<file path="src/rtl/xbs_pkg.sv">
package xbs_pkg;

    localparam int DW     = 16;
    localparam int TW_W   = 15;
    localparam int FW_W   = 6;
    localparam int CNT_W  = 5;
    localparam int LEN_W  = CNT_W + 1;

    typedef enum logic [2:0] {
        PH_IDLE = 3'd0,
        PH_A    = 3'd1,
        PH_B    = 3'd2,
        PH_C    = 3'd3,
        PH_D    = 3'd4,
        PH_E    = 3'd5,
        PH_F    = 3'd6
    } phase_e;

    // Packed from MSB down: matches the timing word bit positions.
    typedef struct packed {
        logic [1:0] f_wr;
        logic [1:0] f_rd;
        logic [4:0] e;
        logic       d;
        logic [1:0] c;
        logic       b;
        logic [1:0] a;
    } timing_t;

    typedef struct packed {
        logic wide;      // 16-bit bus
        logic mux;       // address and data share AD
        logic rdy_sync;  // READY sampled directly
        logic rdy_en;    // READY stretches phase E
        logic cs_en;     // chip select usable
    } func_t;

    function automatic func_t decode_func(logic [FW_W-1:0] w);
        func_t f;
        f.wide     = w[5];
        f.mux      = w[4];
        f.rdy_sync = w[2];
        f.rdy_en   = w[1];
        f.cs_en    = w[0];
        return f;
    endfunction

    function automatic logic [LEN_W-1:0] phase_len(phase_e ph, timing_t t, logic wr);
        case (ph)
            PH_A:    return LEN_W'(t.a);
            PH_B:    return LEN_W'(t.b) + LEN_W'(1);
            PH_C:    return LEN_W'(t.c);
            PH_D:    return LEN_W'(t.d);
            PH_E:    return LEN_W'(t.e) + LEN_W'(1);
            PH_F:    return wr ? LEN_W'(t.f_wr) : LEN_W'(t.f_rd);
            default: return '0;
        endcase
    endfunction

    // First phase after cur with a nonzero length, or idle when none is left.
    function automatic phase_e next_phase(phase_e cur, timing_t t, logic wr);
        phase_e res;
        res = PH_IDLE;
        for (int i = 6; i >= 1; i--) begin
            if (i > int'(cur) && phase_len(phase_e'(3'(i)), t, wr) != '0)
                res = phase_e'(3'(i));
        end
        return res;
    endfunction

    function automatic logic [DW-1:0] lane_mask(logic [DW-1:0] v, logic wide);
        return wide ? v : {8'h00, v[7:0]};
    endfunction

endpackage

</file>
<file path="src/rtl/xbs_ready_sync.sv">
module xbs_ready_sync #(
    parameter int STAGES = 2
) (
    input  logic clk,
    input  logic rst,
    input  logic ready_in,
    input  logic sync_mode,
    output logic rdy_seen
);
    logic [STAGES-1:0] chain;

    generate
        for (genvar s = 0; s < STAGES; s++) begin : g_stage
            if (s == 0) begin : g_first
                always_ff @(posedge clk) begin
                    if (rst) chain[0] <= 1'b0;
                    else     chain[0] <= ready_in;
                end
            end else begin : g_next
                always_ff @(posedge clk) begin
                    if (rst) chain[s] <= 1'b0;
                    else     chain[s] <= chain[s-1];
                end
            end
        end
    endgenerate

    assign rdy_seen = sync_mode ? ready_in : chain[STAGES-1];


    sync_delay_chk: assert property (@(posedge clk) disable iff (rst)
        $rose(chain[STAGES-1]) |-> $past(chain[0]));

endmodule

</file>
<file path="src/rtl/xbs_phase_ctrl.sv">
module xbs_phase_ctrl
    import xbs_pkg::*;
#(
    parameter int AW = 24
) (
    input  logic                clk,
    input  logic                rst,
    input  logic                req_valid,
    input  logic                req_write,
    input  logic [AW-1:0]       req_addr,
    input  logic [DW-1:0]       req_wdata,
    input  timing_t             tw_in,
    input  func_t               fw_in,
    input  logic                rdy_seen,
    input  logic [DW-1:0]       ad_in,
    output phase_e              phase,
    output func_t               cfg_f,
    output logic                wr_q,
    output logic [AW-1:0]       addr_q,
    output logic [DW-1:0]       wdata_q,
    output logic [DW-1:0]       rdata,
    output logic                done,
    output logic                reject
);
    timing_t          cfg_t;
    logic [CNT_W-1:0] cnt;

    phase_e           start_ph;
    phase_e           run_nxt;
    logic [LEN_W-1:0] start_len;
    logic [LEN_W-1:0] run_len;
    logic             phase_end;

    always_comb begin
        start_ph  = next_phase(PH_IDLE, tw_in, req_write);
        start_len = phase_len(start_ph, tw_in, req_write);
        run_nxt   = next_phase(phase, cfg_t, wr_q);
        run_len   = phase_len(run_nxt, cfg_t, wr_q);
        phase_end = (cnt == '0) &&
                    (phase != PH_E || !cfg_f.rdy_en || rdy_seen);
    end

    always_ff @(posedge clk) begin
        if (rst) begin
            phase   <= PH_IDLE;
            cnt     <= '0;
            cfg_t   <= '0;
            cfg_f   <= '0;
            wr_q    <= 1'b0;
            addr_q  <= '0;
            wdata_q <= '0;
            rdata   <= '0;
            done    <= 1'b0;
            reject  <= 1'b0;
        end else begin
            done   <= 1'b0;
            reject <= 1'b0;
            if (phase == PH_IDLE) begin
                if (req_valid) begin
                    if (!fw_in.cs_en) begin
                        reject <= 1'b1;
                    end else begin
                        cfg_t   <= tw_in;
                        cfg_f   <= fw_in;
                        wr_q    <= req_write;
                        addr_q  <= req_addr;
                        wdata_q <= req_wdata;
                        phase   <= start_ph;
                        cnt     <= CNT_W'(start_len - LEN_W'(1));
                    end
                end
            end else if (cnt != '0) begin
                cnt <= cnt - CNT_W'(1);
            end else if (phase_end) begin
                if (phase == PH_E && !wr_q)
                    rdata <= lane_mask(ad_in, cfg_f.wide);
                phase <= run_nxt;
                if (run_nxt == PH_IDLE) done <= 1'b1;
                else cnt <= CNT_W'(run_len - LEN_W'(1));
            end
        end
    end


    done_pulse_chk: assert property (@(posedge clk) disable iff (rst)
        done |=> !done);


    reject_idle_chk: assert property (@(posedge clk) disable iff (rst)
        reject |-> (phase == PH_IDLE && !done));


    phase_order_chk: assert property (@(posedge clk) disable iff (rst)
        (phase != $past(phase) && $past(phase) != PH_IDLE)
            |-> (phase == PH_IDLE || phase > $past(phase)));


    addr_hold_chk: assert property (@(posedge clk) disable iff (rst)
        (phase != PH_IDLE && $past(phase) != PH_IDLE) |-> $stable(addr_q));


    done_after_access_chk: assert property (@(posedge clk) disable iff (rst)
        done |-> (phase == PH_IDLE && $past(phase) != PH_IDLE));

endmodule

</file>
<file path="src/rtl/xbs_pin_drive.sv">
module xbs_pin_drive
    import xbs_pkg::*;
#(
    parameter int AW = 24
) (
    input  logic                clk,
    input  logic                rst,
    input  phase_e              phase,
    input  func_t               cfg_f,
    input  logic                wr_q,
    input  logic [AW-1:0]       addr_q,
    input  logic [DW-1:0]       wdata_q,
    output logic                cs_n,
    output logic                ale,
    output logic                rd_n,
    output logic                wr_n,
    output logic [AW-1:0]       addr_out,
    output logic [DW-1:0]       ad_out,
    output logic                ad_oe
);
    logic active;
    logic data_ph;
    logic addr_ph;

    always_comb begin
        active   = (phase != PH_IDLE);
        data_ph  = phase inside {PH_C, PH_D, PH_E, PH_F};
        addr_ph  = cfg_f.mux && (phase == PH_A);
        cs_n     = !active;
        ale      = addr_ph;
        addr_out = active ? addr_q : '0;
        rd_n     = !(phase == PH_E && !wr_q);
        wr_n     = !(phase == PH_E && wr_q);
        if (addr_ph) begin
            ad_oe  = 1'b1;
            ad_out = lane_mask(addr_q[DW-1:0], cfg_f.wide);
        end else if (wr_q && data_ph) begin
            ad_oe  = 1'b1;
            ad_out = lane_mask(wdata_q, cfg_f.wide);
        end else begin
            ad_oe  = 1'b0;
            ad_out = '0;
        end
    end


    strobe_excl_chk: assert property (@(posedge clk) disable iff (rst)
        !(!rd_n && !wr_n));


    ale_drives_chk: assert property (@(posedge clk) disable iff (rst)
        ale |-> (ad_oe && !cs_n));


    strobe_in_cs_chk: assert property (@(posedge clk) disable iff (rst)
        (!rd_n || !wr_n) |-> !cs_n);

endmodule

</file>
<file path="src/rtl/ext_bus_sequencer.sv">
module ext_bus_sequencer
    import xbs_pkg::*;
#(
    parameter int AW          = 24,
    parameter int SYNC_STAGES = 2
) (
    input  logic            clk,
    input  logic            rst,
    input  logic            req_valid,
    input  logic            req_write,
    input  logic [AW-1:0]   req_addr,
    input  logic [15:0]     req_wdata,
    input  logic [14:0]     timing_word,
    input  logic [5:0]      func_word,
    input  logic            ready_in,
    input  logic [15:0]     ad_in,
    output logic            busy,
    output logic            reject,
    output logic            done,
    output logic [15:0]     rdata,
    output logic            cs_n,
    output logic            ale,
    output logic            rd_n,
    output logic            wr_n,
    output logic [AW-1:0]   addr_out,
    output logic [15:0]     ad_out,
    output logic            ad_oe
);
    phase_e        phase;
    func_t         cfg_f;
    logic          wr_q;
    logic [AW-1:0] addr_q;
    logic [DW-1:0] wdata_q;
    logic          rdy_seen;
    logic          unused_fw3;

    assign unused_fw3 = func_word[3];
    assign busy       = (phase != PH_IDLE);

    xbs_ready_sync #(.STAGES(SYNC_STAGES)) u_sync (
        .clk       (clk),
        .rst       (rst),
        .ready_in  (ready_in),
        .sync_mode (cfg_f.rdy_sync),
        .rdy_seen  (rdy_seen)
    );

    xbs_phase_ctrl #(.AW(AW)) u_ctrl (
        .clk       (clk),
        .rst       (rst),
        .req_valid (req_valid),
        .req_write (req_write),
        .req_addr  (req_addr),
        .req_wdata (req_wdata),
        .tw_in     (timing_t'(timing_word)),
        .fw_in     (decode_func(func_word)),
        .rdy_seen  (rdy_seen),
        .ad_in     (ad_in),
        .phase     (phase),
        .cfg_f     (cfg_f),
        .wr_q      (wr_q),
        .addr_q    (addr_q),
        .wdata_q   (wdata_q),
        .rdata     (rdata),
        .done      (done),
        .reject    (reject)
    );

    xbs_pin_drive #(.AW(AW)) u_pins (
        .clk      (clk),
        .rst      (rst),
        .phase    (phase),
        .cfg_f    (cfg_f),
        .wr_q     (wr_q),
        .addr_q   (addr_q),
        .wdata_q  (wdata_q),
        .cs_n     (cs_n),
        .ale      (ale),
        .rd_n     (rd_n),
        .wr_n     (wr_n),
        .addr_out (addr_out),
        .ad_out   (ad_out),
        .ad_oe    (ad_oe)
    );

endmodule

</file>
<file path="config.mk">
export PLATFORM = sky130hd
export DESIGN_NAME = ext_bus_sequencer
export DESIGN_NICKNAME = d
export VERILOG_FILES = /design/src/rtl/xbs_pkg.sv /design/src/rtl/xbs_ready_sync.sv /design/src/rtl/xbs_phase_ctrl.sv /design/src/rtl/xbs_pin_drive.sv /design/src/rtl/ext_bus_sequencer.sv
export SDC_FILE = /design/constraint.sdc
export NUM_CORES = 1
export LEC_CHECK = 0
export ABC_AREA = 1
export BUFFER_PORTS_ARGS = -buffer_cell sky130_fd_sc_hd__buf_2
export CAP_MARGIN = 10
export CORE_ASPECT_RATIO = 1.1
export CORE_MARGIN = 1.5
export CORE_UTILIZATION = 53
export CTS_CLUSTER_DIAMETER = 80
export CTS_CLUSTER_SIZE = 8
export DETAILED_ROUTE_END_ITERATION = 16
export HOLD_SLACK_MARGIN = 0.02
export MAX_ROUTING_LAYER = met4
export PLACE_DENSITY = 0.93
export SLEW_MARGIN = 5
export SYNTH_ARGS = -nofsm -noshare
export SYNTH_HDL_FRONTEND = slang
export SYNTH_SLANG_ARGS = --single-unit
export TNS_END_PERCENT = 5
</file>
<file path="constraint.sdc">
create_clock -name clk -period 3.9 [get_ports clk]
set_input_delay 0.195 -clock clk [delete_from_list [all_inputs] [get_ports clk]]
set_output_delay 0.195 -clock clk [all_outputs]
set_load 0.05 [all_outputs]
</file>
==> flow_metrics.py, run 1 <==
metrics = {
    "critical_path": {
        "crit_path_top_delay_cell": "dfxtp_1",
        "timing.reg2reg.setup_slack_ps": 1310,
        "cp-start-kind": "flop",
        "reg2reg_from": "u_ctrl.phase[2]",
        "criticalPathCategory": "reg -> out",
        "critical-path-max-stage-delay_ps": 390,
        "timing.critical_path.cells": "nor2_2 > inv_1 > nor3_2 > buf_4 > inv_1 > nand2_1 > nand2_1 > a211oi_1 > buf_2",
        "buf_inv_on_cp": 4,
        "critical_path_peak_fanout": 26,
        "path_delay_family": "buffers and inverters",
        "r2r.worst_path.cells": 9,
        "endpoint_of_the_worst_slack_reg_to_reg_timing_path": "u_ctrl.rdata[5]",
        "end_kind": "output pin",
        "crit_required_ps": 3700,
        "cp_data_arrival_time_ps": 2460,
    },
    "synth": {
        "synth-edff-count": 0,
        "synth_largest_area_cell": "dfxtp_1",
        "synth_cells": 562,
        "yosys.area.top_type_share_pct": 43.9,
        "syn_area_mm2": 0.00401,
        "synth_cell_type_count": 34,
        "synth-seq-cells": 88,
        "post_synth_main_area_contributors": "dfxtp_1 44%, a21oi_1 11%, nand2_1 7.7%",
        "synthArstFlopShare_pct": 0,
        "synthesis.area_per_instance_um2": 7.14,
        "synthesis.yosys.warnings": 0,
        "seq_area_frac_synth_pct": 43.9,
        "yosys_most_used_dff": "dfxtp_1",
        "synth.net_count": 646,
    },
    "sta": {
        "setup_repair_after_global_routing_missed_its_margin": "no",
        "fin_crit_sh_pct": 68.2,
        "final_hold_violations": 0,
        "max_clock_freq_mhz": 376,
        "setup-tns-final_ps": 0,
        "setup_violations": 0,
        "fin_ws_ps": 1240,
        "report.final.slew_viol_count": 0,
        "worst_slew_pin_slew_ps": 873,
        "period_needed_ps": 2660,
        "worst_clk_skew_ps": 7.81,
        "worst_slew_margin_pct": 41.6,
    },
    "detailed_routing": {
        "drt-pass1-iter-count": 4,
        "drt-met1-wl_um": 4260,
        "first_iter_violations": 218,
        "met2RoutedLength_um": 5270,
        "post-route-drc-count": 0,
        "detailroute.wirelength.met3_um": 593,
        "drt-wirelength-per-cell_um": 13.3,
        "ratio_of_routed_vias_to_standard_cells": 5.33,
        "drtAntennaViolNets": 0,
        "route.vias.total": 4176,
        "totalWireLength_um": 10400,
        "highest-signal-layer": "met4",
    },
    "pwr": {
        "net-switching-power_mw": 1.22,
        "power.combinational.fraction_pct": 41.3,
        "switching_share_pct": 43.3,
        "leakagePower_nw": 2.22,
        "power.density_cell_area_mw_per_mm2": 573,
        "cell_internal_pwr_mw": 1.61,
        "irDropWorstVdd_v": 0.000291,
        "power.clock.fraction_pct": 19.7,
        "seqPwrFrac_pct": 39.1,
    },
    "floorplan": {
        "chipWidth_um": 86.0,
        "die_area_mm2": 0.00810,
        "num_io_pins": 146,
        "die_ht_um": 94.3,
        "start_util_pct": 54.3,
        "core-area_mm2": 0.00739,
        "placementRows": 33,
    },
    "placement": {
        "detailed_placement_hpwl_um": 7580,
        "finalWeightedCongestion": 0.879,
        "post-place-cells": 767,
        "buffer_ports.inserted": 144,
        "dpl_worst_slack_ps": 1410,
    },
    "worst_hold_path": {
        "worst_hold_startpoint": "func_word[0]",
        "timing.hold.worst_endpoint": "u_ctrl.reject",
        "whs_path_depth": 2,
        "class_of_the_most_critical_hold_timing_path": "in -> reg",
    },
    "layout": {
        "fill_cells": 620,
        "mostFrequentLayoutCells": "144 x buf_2, 88 x a21oi_1, 88 x dfxtp_1",
        "insertedDiodeCount": 0,
        "post_layout_nonfiller_instances": 783,
        "final_layout_size_suffix_gt1_share_pct": 27.3,
        "mostFrequentLayoutCell": "buf_2",
        "num-nets-final": 775,
        "synthToLayoutAreaGrowth_pct": 23.0,
        "post_layout_util_pct": 66.8,
    },
    "global_routing": {
        "grt_first_pass_wirelength_um": 16900,
        "initial_antenna_violation_count": 0,
        "number_of_global_route_vias_before_repair": 3966,
        "grt_overflow_total": 0,
        "grt.total_usage_pct": 26.6,
        "grt_max_degree": 57,
    },
    "cts": {
        "post_cts_buffers": 0,
        "h-tree-depth": 3,
        "cts.clk_slew.worst_paths_ps": 80,
        "numClockSinks": 88,
        "hold_buffers": 0,
        "clk-insertion-delay-late_ps": 350,
        "cts_repair_resize_count": 0,
        "cts-buffers-inserted": 9,
        "clockRootBuffer": "clkbuf_8",
        "clock_tree.buffer_depth": 2,
        "clock_tree_from_tritoncts": "yes",
    },
    "flow_run": {
        "max_capacitance_violation_count": 0,
    },
    "status": {
        "outcome": "complete, no violations",
    },
}
[stage by stage]
stage	hold slack (ps)	total power [mW]	area (um2)
after floorplan	267	2.00	4010
after global placement	393	2.24	4770
after detailed placement	399	2.28	4770
after CTS	34.0	2.82	4940
after global routing	30.9	3.00	4940
final	36.8	2.83	4940
[per-layer routing]
metal  GRT usage, %  up-vias
met5              -        -
met4           11.4        0
met3           5.71       30
met2           45.9      160
met1           29.7     1905
li1               -     2081
[logic make-up after synthesis]
kind of cell	Yosys count	share of synthesized area, %
compound gates	176	24.0
fa+ha+maj	2	0.623
buf+inv	113	10.8
xor+xnor	3	0.655
flops	88	43.9
simple gates	180	20.0
[Yosys cell counts, types with 5 or more instances]
cell type / instances
a211oi_1: 16
a21oi_1: 88
buf_1: 5
clkbuf_1: 22
dfxtp_1: 88
inv_1: 78
nand2_1: 82
nand2_2: 5
nand3_1: 15
nand4_1: 6
nor2_1: 54
o21ai_0: 60
[state kept, by name (all words and copies together), names as in the netlist]
signal and cells:
u_ctrl.wr_q 1, u_ctrl.cfg_f 4, u_ctrl.addr_q 24, u_ctrl.rdata 16, u_ctrl.cfg_t 15, u_ctrl.phase 3
u_ctrl.reject 1, u_ctrl.wdata_q 16, u_ctrl.done 1, u_ctrl.cnt 5, u_sync.chain 2
[power by group through the flow]
stage / Combinational (mW) / Clock, mW / Sequential, mW
3_5_place_dp: 1.15 / 0 / 1.12
2_1_floorplan: 0.893 / 0 / 1.11
5_1_grt: 1.28 / 0.600 / 1.12
4_1_cts: 1.16 / 0.560 / 1.10
3_3_place_gp: 1.12 / 0 / 1.12
6_report: 1.17 / 0.556 / 1.11
[cell type report]
type,instances,area [um2],area share (%)
tap,87,109,2.21
inverter,82,310,6.29
timing repair buffer,149,758,15.4
sequential,88,1760,35.7
clock buffer,13,149,3.02
clock inverter,3,17.5,0.355
multi-input combinational,361,1830,37.1
[worst max-delay path by stage]
stage               startpoint               to  depth (start not counted)
3_5_place_dp   u_ctrl.phase[2]  u_ctrl.rdata[0]                          9
4_1_cts        u_ctrl.phase[2]       ad_out[14]                          9
5_1_grt        u_ctrl.phase[2]       ad_out[11]                          9
2_1_floorplan  u_ctrl.phase[2]       ad_out[10]                          7
3_3_place_gp   u_ctrl.phase[2]  u_ctrl.rdata[4]                          9
6_report       u_ctrl.phase[2]       ad_out[14]                          9
Power figures use the tool's default switching activity.
==> run 2, diff against run 1 <==
--- a/config.mk
+++ b/config.mk
@@ -10,13 +10,13 @@
 export CAP_MARGIN = 10
 export CORE_ASPECT_RATIO = 1.1
 export CORE_MARGIN = 1.5
-export CORE_UTILIZATION = 53
+export CORE_UTILIZATION = 50
 export CTS_CLUSTER_DIAMETER = 80
 export CTS_CLUSTER_SIZE = 8
 export DETAILED_ROUTE_END_ITERATION = 16
 export HOLD_SLACK_MARGIN = 0.02
 export MAX_ROUTING_LAYER = met4
-export PLACE_DENSITY = 0.93
+export PLACE_DENSITY = 0.89
 export SLEW_MARGIN = 5
 export SYNTH_ARGS = -nofsm -noshare
 export SYNTH_HDL_FRONTEND = slang
==> constraint.sdc (replaced) <==
create_clock -name clk -period 2.5 [get_ports clk]
set_input_delay 0.125 -clock clk [delete_from_list [all_inputs] [get_ports clk]]
set_output_delay 0.125 -clock clk [all_outputs]
set_load 0.05 [all_outputs]
==> run 2 against run 1 <==
Effect of this change:
- core utilization about the same
- largest cell class unchanged
- sequential power up 56%
- cell area up 5.9%
- first-iteration DRC count down 3.2%
- total power up 62%
- critical path type is now reg -> reg
==> flow_metrics.py, run 2 (synthesis results as in run 1) <==
metrics = {
    "status": {
        "outcome": "complete, no violations",
    },
    "worst_hold_path": {
        "worst_hold_startpoint": "timing_word[8]",
        "whs_path_depth": 3,
        "class_of_the_most_critical_hold_timing_path": "in -> reg",
        "timing.hold.worst_endpoint": "u_ctrl.cfg_t[8]",
    },
    "layout": {
        "final_layout_size_suffix_gt1_share_pct": 28.5,
        "max_flop_register": "u_ctrl.addr_q",
        "mostFrequentLayoutCells": "143 x buf_2, 88 x a21oi_1, 86 x dfxtp_1",
        "post_layout_util_pct": 66.8,
        "num-nets-final": 796,
        "register_area_mm2": 0.00176,
        "synthToLayoutAreaGrowth_pct": 30.3,
        "biggestRegsByFlops": "u_ctrl.addr_q x24, u_ctrl.rdata x16, u_ctrl.wdata_q x16",
        "fill_cells": 714,
        "largest_register_ffs": 24,
        "post_layout_nonfiller_instances": 825,
        "mostFrequentLayoutCell": "buf_2",
        "multi_input_area_mm2": 0.00187,
        "insertedDiodeCount": 0,
        "post-route-cell-area_mm2": 0.00523,
    },
    "global_routing": {
        "grt_max_degree": 76,
        "initial_antenna_violation_count": 0,
        "number_of_global_route_vias_before_repair": 4164,
        "grt_overflow_total": 0,
        "grt_first_pass_wirelength_um": 18300,
        "grt.total_usage_pct": 27.7,
    },
    "detailed_routing": {
        "post-route-drc-count": 0,
        "drtAntennaViolNets": 0,
        "ratio_of_routed_vias_to_standard_cells": 5.10,
        "totalWireLength_um": 11100,
        "drt-pass1-iter-count": 5,
        "first_iter_violations": 211,
        "drt-wirelength-per-cell_um": 13.5,
        "route.vias.total": 4210,
    },
    "sta": {
        "max_clock_freq_mhz": 421,
        "worst_slew_pin_slew_ps": 418,
        "worst_clk_skew_ps": 9.99,
        "setup_violations": 0,
        "period_needed_ps": 2370,
        "report.final.slew_viol_count": 0,
        "final_hold_violations": 0,
        "worst_slew_margin_pct": 72.1,
        "setup_repair_after_global_routing_missed_its_margin": "yes",
        "fin_ws_ps": 127,
        "fin_crit_sh_pct": 94.9,
        "hold_ws_ps": 32.1,
        "setup-tns-final_ps": 0,
    },
    "critical_path": {
        "critical_path_peak_fanout": 4,
        "criticalPathCategory": "reg -> reg",
        "r2r.worst_path.cells": 19,
        "crit_required_ps": 2810,
        "endpoint_of_the_worst_slack_reg_to_reg_timing_path": "u_ctrl.cnt[4]",
        "cp_data_arrival_time_ps": 2690,
        "timing.reg2reg.setup_slack_ps": 130,
        "critPathLaunch": "u_ctrl.cfg_t[6]",
        "reg2reg_from": "u_ctrl.cfg_t[6]",
        "end_kind": "flop",
        "cp-start-kind": "flop",
    },
    "pwr": {
        "irDropWorstVdd_v": 0.000540,
        "net-switching-power_mw": 2.01,
        "power.density_cell_area_mw_per_mm2": 874,
        "cell_internal_pwr_mw": 2.56,
        "switching_share_pct": 43.9,
        "power.clock.fraction_pct": 20.3,
        "leakagePower_nw": 2.33,
        "totalPowerFinal_mw": 4.57,
        "power.combinational.fraction_pct": 41.9,
        "seqPwrFrac_pct": 37.8,
    },
    "placement": {
        "detailed_placement_hpwl_um": 7870,
        "buffer_ports.inserted": 144,
        "post-place-cells": 790,
        "dpl_cell_area_mm2": 0.00483,
        "dpl_worst_slack_ps": 77.3,
        "finalWeightedCongestion": 0.909,
    },
    "cts": {
        "clock_tree_from_tritoncts": "yes",
        "cts-buffers-inserted": 9,
        "clock_tree.buffer_depth": 2,
        "h-tree-depth": 3,
        "clockRootBuffer": "clkbuf_8",
        "clk-insertion-delay-late_ps": 360,
        "numClockSinks": 88,
        "cts.clk_slew.worst_paths_ps": 100,
    },
    "flow_run": {
        "max_capacitance_violation_count": 0,
    },
    "floorplan": {
        "start_util_pct": 51.3,
        "num_io_pins": 146,
        "core-area_mm2": 0.00783,
        "placementRows": 34,
        "die_ht_um": 97.0,
        "chipWidth_um": 88.4,
        "die_area_mm2": 0.00857,
    },
}
## run 2: what timing repair did
action	4_1_cts	5_1_grt
buffers inserted	0	2
pin swaps	0	3
gates cloned	0	0
hold buffers	17	0
endpoints found under the setup margin	1	10
hold endpoints to repair	17	0
resized for setup	1	9
## run 2: power by group through the flow
stage	Sequential [mW]	Clock [mW]	Combinational, mW
4_1_cts	1.72	0.941	1.85
3_3_place_gp	1.74	0	1.75
2_1_floorplan	1.73	0	1.39
6_report	1.73	0.927	1.91
3_5_place_dp	1.75	0	1.82
5_1_grt	1.75	1.01	2.09
## run 2: how the worst max path moves through the flow
stage,endpoint,slack [ps],depth (start not counted)
6_report,u_ctrl.cnt[4],130,19
5_1_grt,u_ctrl.cnt[4],-110,19
4_1_cts,ad_out[15],20,7
3_5_place_dp,u_ctrl.cnt[4],80,19
3_3_place_gp,u_ctrl.cnt[4],220,19
2_1_floorplan,ad_out[10],-410,7
## run 2: critical path, stage by stage, from the launching register on
cell     delay, ps
dfxtp_2        340
ha_1           190
nand2_1         80
inv_1           70
nand3_2        100
nand2_2        100
nand3_2        120
nand2_4        110
nand2_2         70
nand4_1         70
nand3_1         80
nor2_1         100
nor2_1          60
nor2_2         200
ha_4           180
nand3_2         80
or2_0          210
nand3_1         70
nand2_1         50
inv_1           40
## run 2: cell type report
class / count / area share [%]
Timing Repair Buffer: 170 / 18.6
Tap cell: 108 / 2.58
Clock inverter: 6 / 0.981
Sequential cell: 88 / 33.7
Inverter: 82 / 5.93
Multi-Input combinational cell: 361 / 35.7
Clock buffer: 10 / 2.44
## run 2: metal layers
| layer | vias to the layer above | track usage, % | part of all wire, % |
|---|---|---|---|
| li1 | 2125 | - | - |
| met1 | 1895 | 31.4 | 42 |
| met2 | 157 | 46.7 | 50 |
| met3 | 33 | 5.46 | 5.1 |
| met4 | 0 | 12.1 | 2.7 |
| met5 | - | - | 0 |
==> run 3, diff against run 2 <==
--- a/config.mk
+++ b/config.mk
@@ -10,13 +10,13 @@
 export CAP_MARGIN = 10
 export CORE_ASPECT_RATIO = 1.1
 export CORE_MARGIN = 1.5
-export CORE_UTILIZATION = 50
+export CORE_UTILIZATION = 35
 export CTS_CLUSTER_DIAMETER = 80
 export CTS_CLUSTER_SIZE = 8
 export DETAILED_ROUTE_END_ITERATION = 16
 export HOLD_SLACK_MARGIN = 0.02
 export MAX_ROUTING_LAYER = met4
-export PLACE_DENSITY = 0.89
+export PLACE_DENSITY = 0.68
 export SLEW_MARGIN = 5
 export SYNTH_ARGS = -nofsm -noshare
 export SYNTH_HDL_FRONTEND = slang
==> run 3 against run 2 <==
Effect of this change:
- die area rose by 41%
- first-iteration DRC count is 7.1% lower
- clock-buffer cell count unchanged
- clock skew decreased by 2.0 ps
- wire length grew 3.4%
- combinational power increased by 3%
- total power grew 11%
- largest power group unchanged
==> flow_metrics.py, run 3 (synthesis results as in run 1) <==
metrics = {
    "status": {
        "outcome": "complete, no violations",
    },
    "sta": {
        "setup_violations": 0,
        "final_hold_violations": 0,
        "period_needed_ps": 2340,
        "fin_ws_ps": 163,
        "hold_ws_ps": 27.9,
        "max_clock_freq_mhz": 428,
        "setup-tns-final_ps": 0,
        "report.final.slew_viol_count": 0,
        "worst_clk_skew_ps": 8.04,
        "worst_slew_pin_slew_ps": 426,
        "fin_crit_sh_pct": 93.5,
        "worst_slew_margin_pct": 71.6,
    },
    "global_routing": {
        "met1_track_usage_gr_pct": 23.7,
        "global_route.peak_usage_layer": "met2",
        "grt.total_usage_pct": 19.4,
        "grt_use_met2_pct": 31.8,
        "number_of_global_route_vias_before_repair": 3745,
        "grt_first_pass_wirelength_um": 18200,
        "grt_max_degree": 43,
        "grt.met3_usage_pct": 3.74,
        "grt_overflow_total": 0,
        "initial_antenna_violation_count": 0,
    },
    "critical_path": {
        "cp-start-kind": "flop",
        "crit_path_top_delay_cell": "dfxtp_4",
        "cpMostUsedCell": "nand2_4",
        "timing.critical_path.cells": "ha_4 > nand2_4 > inv_2 > nand3_4 > nand2_4 > nand3_4 > nand2_4 > inv_6 > nand4_1 > nand3_1 > nor2_1 > nor2_1 > nor2_2 > ha_2 > nand3_2 > or2_1 > nand3_2 > nand2_1 > inv_1",
        "cp_data_arrival_time_ps": 2630,
        "crit_required_ps": 2790,
        "end_kind": "flop",
        "critical-path-max-stage-delay_ps": 370,
        "critical_path_peak_fanout": 7,
        "criticalPathCategory": "reg -> reg",
    },
    "layout": {
        "post_layout_util_pct": 48.7,
        "max_flop_register": "u_ctrl.addr_q",
        "register_area_mm2": 0.00177,
        "final_layout_size_suffix_gt1_share_pct": 31.6,
        "biggestRegsByFlops": "u_ctrl.addr_q x24, u_ctrl.rdata x16, u_ctrl.wdata_q x16",
        "largest_register_ffs": 24,
        "mostFrequentLayoutCells": "144 x buf_2, 87 x a21oi_1, 82 x dfxtp_1",
        "mostFrequentLayoutCell": "buf_2",
        "num-nets-final": 790,
        "multi_input_area_mm2": 0.00194,
        "fill_cells": 1098,
        "insertedDiodeCount": 0,
        "synthToLayoutAreaGrowth_pct": 34.3,
    },
    "detailed_routing": {
        "route.vias.total": 4105,
        "first_iter_violations": 196,
        "drtAntennaViolNets": 0,
        "totalWireLength_um": 11500,
        "post-route-drc-count": 0,
        "drt-wirelength-per-cell_um": 13.4,
        "ratio_of_routed_vias_to_standard_cells": 4.78,
        "drt-pass1-iter-count": 4,
    },
    "placement": {
        "dpl_worst_slack_ps": 66.4,
        "buffer_ports.inserted": 144,
        "detailed_placement_hpwl_um": 8130,
        "finalWeightedCongestion": 0.899,
    },
    "cts": {
        "h-tree-depth": 3,
        "cts.clk_slew.worst_paths_ps": 70,
        "clockRootBuffer": "clkbuf_16",
        "clock_tree_from_tritoncts": "yes",
        "clk-insertion-delay-late_ps": 340,
        "numClockSinks": 88,
        "cts-buffers-inserted": 9,
        "clock_tree.buffer_depth": 2,
    },
    "floorplan": {
        "die_ht_um": 115,
        "core-area_mm2": 0.0111,
        "die_area_mm2": 0.0121,
        "num_io_pins": 146,
        "start_util_pct": 36.3,
        "chipWidth_um": 105,
        "placementRows": 40,
    },
    "worst_hold_path": {
        "class_of_the_most_critical_hold_timing_path": "in -> reg",
    },
    "flow_run": {
        "max_capacitance_violation_count": 0,
    },
    "pwr": {
        "irDropWorstVdd_v": 0.000496,
        "totalPowerFinal_mw": 5.05,
        "leakagePower_nw": 2.38,
        "power.density_cell_area_mw_per_mm2": 938,
    },
}
run 3: cell types whose count changed in the layout (fill, tap and decap cells not counted), sizes merged:
cell         delta
dlygate4sd3    -14
buf             +8
inv             -3
clkinvlp        +2
bufinv          +1
run 3: per-stage QoR:
stage	instance area, um2	cells
final	5390	858
after global routing	5390	858
after CTS	5210	850
after detailed placement	4880	831
after global placement	4880	831
after floorplan	4010	562
run 3: metal layers:
metal / part of all wire (%) / routed length, um
met5: 0 / 0
met4: 2.6 / 293
met3: 4.3 / 489
met2: 48 / 5540
met1: 45 / 5150
run 3: repair_timing:
item                                   in CTS  in global routing
gates resized for setup                     0                 34
setup buffers                               0                  8
endpoints found under the hold margin       3                  0
setup endpoints to repair                   0                  2
hold buffers                                3                  0
run 3: report_power, final:
part | total (mW) | switching (mW) | internal (mW)
Sequential | 1.74 | 0.119 | 1.62
Combinational | 1.97 | 1.38 | 0.592
Clock | 1.35 | 0.573 | 0.778
run 3: critical path: cells and delay by family, from the launching register on:
| kind | cells | cell delay (ps) |
|---|---|---|
| simple gates | 14 | 1410 |
| flops | 1 | 370 |
| fa+ha+maj | 2 | 360 |
| buf+inv | 3 | 150 |
run 3: path summary, 6_finish.rpt:
check	startpoint	endpoint	slack [ps]	depth (start not counted)
hold reg to reg	u_sync.chain[0]	u_sync.chain[1]	410	2
setup / recovery	u_ctrl.cfg_t[7]	u_ctrl.cnt[4]	160	19
hold / removal	timing_word[4]	u_ctrl.cfg_t[4]	30	3
setup reg to reg	u_ctrl.cfg_t[7]	u_ctrl.cnt[4]	160	19
run 3: final cells by class:
type                       count  area share, %
sequential                    88           32.9
multi-input combinational    361           36.1
clock inverter                 6           1.25
timing repair buffer         164           16.3
clock buffer                  10           4.25
inverter                      82           5.80
tap                          147           3.41
